`config.mk`:
```
export PLATFORM = sky130hd
export DESIGN_NAME = clkstall_ctrl
export DESIGN_NICKNAME = d
export VERILOG_FILES = /design/src/rtl/clkstall_pkg.sv /design/src/rtl/clkstall_phase_gen.sv /design/src/rtl/clkstall_sync.sv /design/src/rtl/clkstall_watchdog.sv /design/src/rtl/clkstall_ctrl.sv
export SDC_FILE = /design/constraint.sdc
export NUM_CORES = 1
export LEC_CHECK = 0
export CORE_MARGIN = 2
export CORE_UTILIZATION = 55
export CTS_CLUSTER_DIAMETER = 200
export DETAILED_ROUTE_END_ITERATION = 8
export PLACE_DENSITY_LB_ADDON = 0.05
export SYNTH_ARGS = -nofsm -noshare
export SYNTH_HDL_FRONTEND = slang
export SYNTH_SLANG_ARGS = --single-unit
```
`constraint.sdc`:
```
create_clock -name clk -period 2 [get_ports clk]
set_input_delay 0.4 -clock clk [delete_from_list [all_inputs] [get_ports clk]]
set_output_delay 0.4 -clock clk [all_outputs]
set_load 0.02 [all_outputs]
```
`src/rtl/clkstall_pkg.sv`:
```
package clkstall_pkg;

  // Sequencer states of one stretched backplane cycle
  typedef enum logic [1:0] {
    ST_IDLE,    // clocks running
    ST_SETUP,   // buffers open, strobe setup delay counting
    ST_STROBE,  // strobes out, waiting for the slave
    ST_DONE     // strobes off, clocks resume, buffers close on exit
  } stall_state_e;

endpackage

```
`src/rtl/clkstall_phase_gen.sv`:
```
module clkstall_phase_gen #(
  parameter int unsigned PHASE_CYC = 25
) (
  input  logic clk,
  input  logic rst,
  input  logic hold,
  output logic e_clk,
  output logic q_clk,
  output logic at_boundary
);

  localparam int unsigned DW = (PHASE_CYC > 1) ? $clog2(PHASE_CYC) : 1;
  localparam logic [DW-1:0] DIV_LAST = DW'(PHASE_CYC - 1);

  logic [DW-1:0] div_q;

  // (E,Q) walks 00 -> 01 -> 11 -> 10 -> 00; hold freezes the whole state
  always_ff @(posedge clk) begin
    if (rst) begin
      div_q <= '0;
      e_clk <= 1'b0;
      q_clk <= 1'b0;
    end else if (!hold) begin
      if (div_q == DIV_LAST) begin
        div_q <= '0;
        e_clk <= q_clk;
        q_clk <= ~e_clk;
      end else begin
        div_q <= div_q + 1'b1;
      end
    end
  end

  // Last reference cycle of the E-high / Q-low phase
  assign at_boundary = e_clk & ~q_clk & (div_q == DIV_LAST);

endmodule

```
`src/rtl/clkstall_sync.sv`:
```
module clkstall_sync #(
  parameter int unsigned STAGES = 2
) (
  input  logic clk,
  input  logic rst,
  input  logic d,
  output logic q
);

  logic [STAGES-1:0] chain_q;

  generate
    for (genvar i = 0; i < STAGES; i++) begin : g_stage
      if (i == 0) begin : g_first
        always_ff @(posedge clk) begin
          if (rst) chain_q[0] <= 1'b0;
          else     chain_q[0] <= d;
        end
      end else begin : g_next
        always_ff @(posedge clk) begin
          if (rst) chain_q[i] <= 1'b0;
          else     chain_q[i] <= chain_q[i-1];
        end
      end
    end
  endgenerate

  assign q = chain_q[STAGES-1];

endmodule

```
`src/rtl/clkstall_watchdog.sv`:
```
module clkstall_watchdog #(
  parameter int unsigned LIMIT = 1600
) (
  input  logic clk,
  input  logic rst,
  input  logic run,
  output logic expire
);

  localparam int unsigned CW = $clog2(LIMIT + 1);
  localparam logic [CW-1:0] CNT_LAST = CW'(LIMIT - 1);

  logic [CW-1:0] cnt_q;

  // Counts while the stall is active; any idle cycle returns it to zero
  always_ff @(posedge clk) begin
    if (rst || !run) cnt_q <= '0;
    else if (cnt_q != CNT_LAST) cnt_q <= cnt_q + 1'b1;
  end

  assign expire = run && (cnt_q == CNT_LAST);

endmodule

```
`src/rtl/clkstall_ctrl.sv`:
```
module clkstall_ctrl
  import clkstall_pkg::*;
#(
  parameter int unsigned PHASE_CYC   = 25,
  parameter int unsigned STB_DLY     = 7,
  parameter int unsigned SYNC_STAGES = 2,
  parameter int unsigned WD_LIMIT    = 1600,
  parameter int unsigned MAX_STALL   = 2000
) (
  input  logic clk,
  input  logic rst,
  input  logic bus_sel,
  input  logic dack_n,
  input  logic terr_n,
  input  logic nmi_clr,
  output logic e_clk,
  output logic q_clk,
  output logic buf_en,
  output logic adr_stb,
  output logic dat_stb,
  output logic tmo_pulse,
  output logic nmi_flag
);

  localparam int unsigned DLY_W = $clog2(STB_DLY + 1);
  localparam logic [DLY_W-1:0] DLY_LAST = DLY_W'(STB_DLY - 1);

  generate
    if (STB_DLY < 1 || WD_LIMIT <= STB_DLY || WD_LIMIT + 1 > MAX_STALL) begin : g_bad_cfg
      $error("clkstall_ctrl: need 1 <= STB_DLY < WD_LIMIT and WD_LIMIT+1 <= MAX_STALL");
    end
  endgenerate

  stall_state_e   state_q;
  logic [DLY_W-1:0] dly_q;
  logic resp_raw, resp_s, at_bnd, entry, hold, wd_run, wd_exp;

  assign resp_raw = ~dack_n | ~terr_n;
  assign entry    = (state_q == ST_IDLE) && bus_sel && at_bnd;
  assign wd_run   = (state_q == ST_SETUP) || (state_q == ST_STROBE);
  assign hold     = entry || wd_run;

  clkstall_sync #(.STAGES(SYNC_STAGES)) i_resp_sync (
    .clk(clk), .rst(rst), .d(resp_raw), .q(resp_s)
  );

  clkstall_phase_gen #(.PHASE_CYC(PHASE_CYC)) i_phase (
    .clk(clk), .rst(rst), .hold(hold),
    .e_clk(e_clk), .q_clk(q_clk), .at_boundary(at_bnd)
  );

  clkstall_watchdog #(.LIMIT(WD_LIMIT)) i_wdog (
    .clk(clk), .rst(rst), .run(wd_run), .expire(wd_exp)
  );

  always_ff @(posedge clk) begin
    if (rst) begin
      state_q   <= ST_IDLE;
      dly_q     <= '0;
      buf_en    <= 1'b0;
      adr_stb   <= 1'b0;
      dat_stb   <= 1'b0;
      tmo_pulse <= 1'b0;
      nmi_flag  <= 1'b0;
    end else begin
      tmo_pulse <= 1'b0;
      if (nmi_clr) nmi_flag <= 1'b0;   // a new timeout below overrides the clear
      unique case (state_q)
        ST_IDLE: begin
          if (entry) begin
            state_q <= ST_SETUP;
            buf_en  <= 1'b1;
            dly_q   <= '0;
          end
        end
        ST_SETUP: begin
          if (wd_exp) begin
            state_q   <= ST_DONE;
            tmo_pulse <= 1'b1;
            nmi_flag  <= 1'b1;
          end else if (dly_q == DLY_LAST) begin
            state_q <= ST_STROBE;
            adr_stb <= 1'b1;
            dat_stb <= 1'b1;
          end else begin
            dly_q <= dly_q + 1'b1;
          end
        end
        ST_STROBE: begin
          if (resp_s) begin
            state_q <= ST_DONE;
            adr_stb <= 1'b0;
            dat_stb <= 1'b0;
          end else if (wd_exp) begin
            state_q   <= ST_DONE;
            adr_stb   <= 1'b0;
            dat_stb   <= 1'b0;
            tmo_pulse <= 1'b1;
            nmi_flag  <= 1'b1;
          end
        end
        ST_DONE: begin
          state_q <= ST_IDLE;
          buf_en  <= 1'b0;
        end
        default: state_q <= ST_IDLE;
      endcase
    end
  end

endmodule

```
==> flow_summary.ini <==
[clocking]
clk_pin_slew_ns = 0.10
htreeDepth = 2
cts-buffers-inserted = 5
cts_buffer_depth = 2
holdBufCountCts = 0
cts_num_sinks = 29
cts_tree = built
cts_root_buf = clkbuf_4
clock_latency_ns = 0.35

[logic_synthesis]
synth_cell_types = 42
synthFlopType = dfxtp_1
seq_area_frac_synth = 0.3751
yosys_warnings = 0
synth_top_area_cell = dfxtp_1
netlist_top_cells_area = dfxtp_1 (38%), ha_1 (8.1%), nor2_1 (3.9%)
synth_nets = 194
synth_edf_count = 0
syn_area_per_cell_um2 = 8.695
ys_seq_elements = 29
async_flop_share = 0
yosys.area.top_type_share = 0.3751
synth_cells = 178
netlist_area_um2 = 1548

[timing]
worst_pin_slew_ns = 0.4048
finalSetupViolCount = 0
fin_tns_setup_ns = 0
hold_violations = 0
max_freq_mhz = 542.5
drv_slew = 0
rsz0062_at_grt = no
min_period_ns = 1.843
max_slew_margin = 0.7273
post-route-period-util = 0.9217
layout_setup_ws_ns = 0.1567
fin_skew_ns = 0.01167

[power_and_ir_drop]
irDropWorstVdd_v = 0.0007362
p_per_area_nw_per_um2 = 743.8
power.leakage_uw = 0.0006636

[cells_and_area]
fillers = 217
nets = 218
seq_area_um2 = 580.6
multi_input_area_um2 = 925.9
area_delta_synth_final_pct = 18.43
layout-drive-gt1-share = 0.1330
antenna_cells = 0

[floorplan]
ios = 13
rows = 19
core-area_um2 = 2710
die_area_um2 = 3254
die_y_um = 57.05
die_x_um = 57.05
initial_core_util = 0.5711

[setup_path]
crit_buf_inv = 1
criticalPathCategory = reg -> reg
path_cells = inv_1 > ha_1 > nand4_1 > nor4_2 > or4_1 > a21oi_1
cp-start-kind = register
cpLargestDelayFamily = simple AND/OR/NAND/NOR gates
crit_required_ns = 2.27
path_max_fanout = 7
cp_slowest_cell = or4_1
crit_arrival_ns = 2.11
crit_path_max_incr_delay_ns = 0.49
endpoint_kind = register
rrSetupSlack_ns = 0.16

[place]
dp_slack_ns = 0.07078
hpwl_um = 2500
portBuffers = 12
gp_congestion = 0.8654

[run_status]
status = completed

[routing]
vias_per_cell = 5.850
drtIter0Drc = 46
ant_nets = 0
drc = 0
wirelength_um = 3313
vias = 1369
post_drt_wl_per_cell_um = 14.16
firstDrtPassIters = 5

[hold_path]
hp-class = reg -> reg

[global_route]
grt-ovfl-total = 0
first_global_vias = 1266
track_usage = 0.2268
grt_max_degree = 11
grt_pass1_wl_um = 5595
antenna_found_initial = 0

[job]
maxCapViolCount = 0
cells in the final DEF (no fill, tap or decap), types with 3 or more instances in the layout:
cell type,n
nand4b_1,4
buf_4,11
a21oi_1,8
a31oi_1,3
clkbuf_4,5
ha_1,10
o21ai_0,10
nor4_2,3
o31ai_1,3
clkdlybuf4s50_1,12
nor2_1,16
and2_1,3
nor3_1,6
mux2i_1,3
or4_1,3
xnor2_1,3
inv_1,8
or3_1,3
xor2_1,4
nand3_1,4
o2111ai_1,3
and3_1,4
nand2_1,12
nand4_1,4
nor2b_1,4
dfxtp_1,29
synthesized netlist by cell type, drive strengths merged (3+ instances only):
master / n
xor2: 4
nand4b: 4
o31ai: 3
nand3: 4
clkbuf: 4
nor4: 3
nor3: 6
xnor2: 3
ha: 10
or4: 4
or3: 4
and3: 4
nand4: 4
a21oi: 8
nor2: 16
o21ai: 11
nor2b: 4
and2: 3
o2111ai: 3
a31oi: 5
inv: 8
dfxtp: 29
mux2i: 3
nand2: 12
sequential cells by signal, summed over array words and instances (netlist names):
| register | cells |
|---|---|
| i_phase.q_clk | 1 |
| i_wdog.cnt_q | 11 |
| buf_en | 1 |
| tmo_pulse | 1 |
| dly_q | 3 |
| state_q | 2 |
| i_phase.div_q | 5 |
| dat_stb | 1 |
| nmi_flag | 1 |
| i_phase.e_clk | 1 |
| i_resp_sync.q | 1 |
| i_resp_sync.chain_q | 1 |
cell type report:
type	count	share of cell area
clock buffers	5	0.02048
flip-flops and latches	29	0.3167
inverters	8	0.01638
clock inverters	3	0.009556
repair buffers	23	0.1106
well taps	31	0.02116
multi-input cells	135	0.5051
path summary, 6_finish.rpt:
check	from	end	cells after the start
setup / recovery	state_q[1]	dly_q[1]	6
hold / removal	i_resp_sync.chain_q[0]	i_resp_sync.q	1
hold reg to reg	i_resp_sync.chain_q[0]	i_resp_sync.q	1
setup reg to reg	state_q[1]	dly_q[1]	6
through the flow:
step / cell area (µm²) / power, µW / std cells / util / hold slack, ns
CTS: 1817 / 1375 / 234 / 0.6704 / 0.4656
global placement: 1762 / 1007 / 226 / 0.6500 / 0.4319
finish: 1833 / 1363 / 234 / 0.6764 / 0.4639
detailed placement: 1762 / 1025 / 226 / 0.6500 / 0.4458
floorplan: 1548 / 896.9 / 178 / - / 0.4138
global route: 1833 / 1439 / 234 / 0.6764 / 0.4746
routing by layer:
layer	wire length, µm	vias up	GRT usage
met5	0	-	0
met4	72	0	0.1196
met3	220	5	0.06349
met2	1497	38	0.3498
met1	1523	622	0.2892
li1	-	704	-
power breakdown:
group | switching [µW] | total [µW] | internal [µW]
registers | 38.0 | 654 | 616
clock network | 218 | 350 | 132
logic | 191 | 359 | 169
logic make-up (layout without fill, tap and decap cells):
logic type	count (synthesis)	in the layout	synth area share
compound gates	42	42	0.1827
xor+xnor	7	7	0.03961
fa+ha+maj	10	10	0.08084
buf+inv	14	39	0.03718
flops	29	29	0.3751
mux	3	3	0.01940
simple gates	73	73	0.2651
what timing repair did:
item / in CTS / in global routing
setup buffers: 0 / 0
setup endpoints to repair: 0 / 5
resized for setup: 0 / 3
hold endpoints to repair: 0 / 0
No activity file was read; power rests on OpenSTA's default activity.
